==> src/rtl/sd_irq_status.sv <==
module sd_irq_status #(
  parameter int ADDR_W = 9,
  parameter logic [ADDR_W-1:0] STAT_OFS = 'h1C,
  parameter logic [ADDR_W-1:0] MASK_OFS = 'h20,
  parameter logic [31:0] MASK_INIT = 32'h837F_031D
) (
  input  logic              clk,
  input  logic              rst,
  input  logic [ADDR_W-1:0] addr,
  input  logic              wr_en,
  input  logic [15:0]       wr_data,
  output logic [15:0]       rd_data,
  input  logic [31:0]       evt,
  input  logic              card_sig,
  input  logic              wr_prot,
  input  logic              cmd_busy,
  output logic              irq_n
);
  localparam logic [31:0] STICKY = 32'hA37F_001D;
  localparam logic [ADDR_W-1:0] HI = ADDR_W'(2);

  logic [31:0] stk_q, mask_q, lvl, stat_view, keep;
  logic        sel_sl, sel_sh, sel_ml, sel_mh;

  assign sel_sl = addr == STAT_OFS;
  assign sel_sh = addr == STAT_OFS + HI;
  assign sel_ml = addr == MASK_OFS;
  assign sel_mh = addr == MASK_OFS + HI;

  always_comb begin
    lvl = '0;
    lvl[5]  = card_sig;
    lvl[7]  = wr_prot;
    lvl[30] = cmd_busy;
  end

  assign stat_view = stk_q | lvl;
  assign keep = {(wr_en && sel_sh) ? wr_data : 16'hFFFF,
                 (wr_en && sel_sl) ? wr_data : 16'hFFFF};

  always_comb begin
    rd_data = '0;
    if (sel_sl) rd_data = stat_view[15:0];
    if (sel_sh) rd_data = stat_view[31:16];
    if (sel_ml) rd_data = mask_q[15:0];
    if (sel_mh) rd_data = mask_q[31:16];
  end

  always_ff @(posedge clk) begin
    if (rst) begin
      stk_q  <= '0;
      mask_q <= MASK_INIT;
      irq_n  <= 1'b1;
    end else begin
      stk_q <= ((stk_q & keep) | evt) & STICKY;
      if (wr_en && sel_ml) mask_q[15:0]  <= wr_data;
      if (wr_en && sel_mh) mask_q[31:16] <= wr_data;
      irq_n <= ~|(stat_view & ~mask_q);
    end
  end
endmodule


==> config.mk <==
export PLATFORM = sky130hd
export DESIGN_NAME = sd_irq_status
export DESIGN_NICKNAME = d
export VERILOG_FILES = /design/src/rtl/sd_irq_status.sv
export SDC_FILE = /design/constraint.sdc
export NUM_CORES = 1
export LEC_CHECK = 0
export BUFFER_PORTS_ARGS = -buffer_cell sky130_fd_sc_hd__buf_2
export CORE_MARGIN = 2
export CORE_UTILIZATION = 45
export DETAILED_ROUTE_END_ITERATION = 12
export GPL_TIMING_DRIVEN = 0
export PLACE_DENSITY = 0.75
export SLEW_MARGIN = 20
export SYNTH_ARGS = -nofsm -noshare
export SYNTH_HDL_FRONTEND = slang
export SYNTH_SLANG_ARGS = --single-unit
==> constraint.sdc <==
create_clock -name clk -period 2.6 [get_ports clk]
set_input_delay 0.52 -clock clk [delete_from_list [all_inputs] [get_ports clk]]
set_output_delay 0.52 -clock clk [all_outputs]
set_load 0.01 [all_outputs]
==> impl_metrics.csv <==
group,metric,value,unit
drt,drt-pass1-iter-count,4,
run_status,status,"finished clean",
placement,pre_cts_slack,-0.136,ns
clocking,clock_latency,0.31,ns
floorplan,io_pins,80,
timing,max_freq,405,MHz
critical_path,critPathArrivalTime,1.95,ns
drt,routed_wl,6.44,mm
logic_synthesis,synth_common_cells,"48 x dfxtp_1, 36 x nor2_1, 30 x nor3_1, 23 x a21oi_1",
power_and_ir_drop,ir_worst_vdd,0.272,mV
global_route,grt_pass1_vias,2030,
critical_path,required,2.08,ns
logic_synthesis,netlist_area,2300,um^2
critical_path,start_kind,"input port",
global_route,grt_remaining_overflow,0,
floorplan,die_h,75.5,um
timing,setup_viol,0,
timing,finalMaxSlewViolations,0,
critical_path,reg2reg_slack,1.41,ns
power_and_ir_drop,p_leak,1.28,nW
placement,dp_hpwl,4.59,mm
cells_and_area,drive_gt1_share,23.8,%
logic_synthesis,postSynthCellCount,280,
floorplan,initial_core_util,45.9,%
cells_and_area,n_antenna_cell,0,
clocking,clock-sinks,48,
logic_synthesis,synth_top_area_share,41.8,%
worst_hold_path,hold_depth,3,
critical_path,cp_max_fo,10,
logic_synthesis,synth-edff-count,0,
job,maxCapViolCount,0,
cells_and_area,final_cells,419,
placement,dp.cells,411,
clocking,ctsHoldBuffers,0,
critical_path,worst-setup-path-type,"in2out",
global_route,grt_pass1_wl,9.76,mm
clocking,cts_made_buffers,5,
logic_synthesis,synth_largest_area_cell,"dfxtp_1",
drt,via_per_inst,5.58,
power_and_ir_drop,seqPwrFrac,57.8,%
clocking,clk_pin_slew,0.09,ns
power_and_ir_drop,power_switching,0.000333,W
timing,hold_viol_final,0,
global_route,grtUsageTotal,23.2,%
critical_path,end_kind,"output port",
clocking,cts_tree,"built",
floorplan,num_rows,26,
drt,ant_nets,0,
logic_synthesis,synthArstFlopShare,0,%
logic_synthesis,yosysWarnings,0,
logic_synthesis,synth-seq-cells,48,
power_and_ir_drop,p_per_area,474,nW/um^2
drt,route.detailed.wl_per_inst,15.4,um
logic_synthesis,synth_flop_cell,"dfxtp_1",
logic_synthesis,synth.most_common_cell,"dfxtp_1",
global_route,grt_antenna_before_repair,0,
floorplan,die_w,75.5,um
power_and_ir_drop,pwr-share-comb,9.9,%
power_and_ir_drop,p_clk_share,32.3,%
power_and_ir_drop,p_int,0.000990,W
worst_hold_path,hold_start,"evt[16]",
global_route,grt_max_degree,14,
logic_synthesis,ys_top_cells_by_area,"dfxtp_1 42%, mux2i_1 9.1%, nor3_1 6.5%",
placement,place_area,2690,um^2
floorplan,fp.dieArea,5700,um^2
drt,drc,0,
logic_synthesis,yosysSeqAreaShare,41.8,%
critical_path,worstRegToRegCells,4,
cells_and_area,final_cell_area,2790,um^2
logic_synthesis,syn_nets,343,
clocking,cts_max_level,2,
cells_and_area,nets,412,
clocking,cts_buffer_depth,2,
power_and_ir_drop,p_sw_share,25.2,%
timing,min_period,2.47,ns
placement,place.gp.congestion,0.922,
timing,relSlewSlack,60.7,%
drt,vias,2338,
placement,place.port_buffers,61,
cells_and_area,syn_to_final_growth,21.3,%
timing,tightestPinTransition,0.589,ns
drt,drt_iter0_drc,165,
critical_path,reg2reg_to,"irq_n$_SDFF_PP1_",
critical_path,crit-reg2reg-launch,"mask_q[21]$_SDFFE_PP1P_",
timing,finalClockSkew,0.00762,ns
floorplan,core_area,5010,um^2
timing,finalWorstSetupSlack,0.129,ns
logic_synthesis,avgSynthCellArea,8.22,um^2
clocking,root_buffer,"clkbuf_8",
timing,whs,0.436,ns
timing,rsz0062_at_grt,"false",
worst_hold_path,hp-class,"in2reg",
worst_hold_path,min_to,"stk_q[16]$_SDFF_PP0_",
timing,period_share,95.0,%
logic_synthesis,ys_types,32,
==> kinds of logic (layout without fill, tap and decap cells) <==
logic type             after synthesis  in the layout  share of synthesized area (%)
buffers and inverters               39            108                           7.18
multiplexers                        21             21                           9.14
AO/OA/AOI/OAI                       62             62                           16.9
flip-flops                          48             48                           41.8
AND/OR/NAND/NOR                    110            110                           25.0
==> power by group through the flow <==
stage | clock, W | sequential [W] | combinational, W
global placement | 0 | 0.000782 | 0.000125
floorplan | 0 | 0.000779 | 0.0000601
CTS | 0.000427 | 0.000765 | 0.000128
finish | 0.000427 | 0.000765 | 0.000131
detailed placement | 0 | 0.000783 | 0.000127
global route | 0.000450 | 0.000767 | 0.000142
==> per-stage QoR <==
stage | setup TNS, ns | power, W | util (%)
finish | 0 | 0.00132 | 55.7
global route | 0 | 0.00136 | 55.7
CTS | 0 | 0.00132 | 55.4
detailed placement | -0.707 | 0.000910 | 53.8
global placement | -0.629 | 0.000907 | 53.8
floorplan | 0 | 0.000839 | -
==> metal layers <==
metal | vias up | GRT usage (%) | wire, um
li1 | 1117 | - | -
met1 | 1114 | 30.2 | 2780
met2 | 93 | 38.6 | 3050
met3 | 14 | 4.37 | 466
met4 | 0 | 8.38 | 151
met5 | - | 0 | 0
==> worst max-delay path by stage <==
stage / from / end / slack, ns / cells past startpoint
global placement: addr[8] / rd_data[14] / -0.12 / 6
finish: addr[4] / rd_data[14] / 0.13 / 7
CTS: addr[8] / rd_data[14] / 0.02 / 6
global route: addr[4] / rd_data[0] / 0.02 / 7
detailed placement: addr[8] / rd_data[14] / -0.14 / 6
floorplan: addr[8] / rd_data[7] / 0.36 / 5
==> worst max-delay path, stage by stage <==
cell and delay [ns]:
buf_2 0.12, nor4b_4 0.40, and2_2 0.22, buf_2 0.23
a22o_1 0.18, a22o_1 0.14, buf_2 0.13
==> placed cells by master (no fill, tap or decap) <==
cell type,n
a22o_1,12
clkbuf_1,11
buf_8,1
nor4_4,1
buf_2,66
a21oi_1,23
buf_4,2
inv_1,21
nand2b_1,8
nor2_1,35
a221oi_1,1
o2111ai_1,2
nor4b_4,1
nand3_1,4
nand3b_1,2
and2_2,2
nor3_1,30
clkbuf_8,5
nand2_2,1
and4b_1,1
a22oi_1,1
nand4b_2,1
o22ai_1,8
a41o_1,1
clkbuf_2,1
nor2_4,1
mux2i_1,21
nand4b_1,1
o21a_1,2
nand2_1,14
dfxtp_1,48
clkinv_2,1
nand4_1,2
and4_1,1
nor4_1,5
o21ai_0,12
==> sequential cells by signal (all words and copies together), names as in the netlist <==
name	flops
mask_q	32
irq_n	1
stk_q	15
==> what timing repair did <==
item,4_1_cts,5_1_grt
gates resized for setup,1,1
pin swaps,0,1
setup endpoints to repair,6,10
buffers inserted,0,2
==> layout make-up <==
type | instances | area (um^2)
fillers | 526 | 2220
multi-input cells | 193 | 1180
repair buffers | 63 | 320
flip-flops and latches | 48 | 961
inverters | 21 | 78.8
plain buffers | 17 | 82.6
well taps | 70 | 87.6
clock buffers | 6 | 72.6
clock inverters | 1 | 5.00
Note: power is estimated with default switching activity, not from simulation.
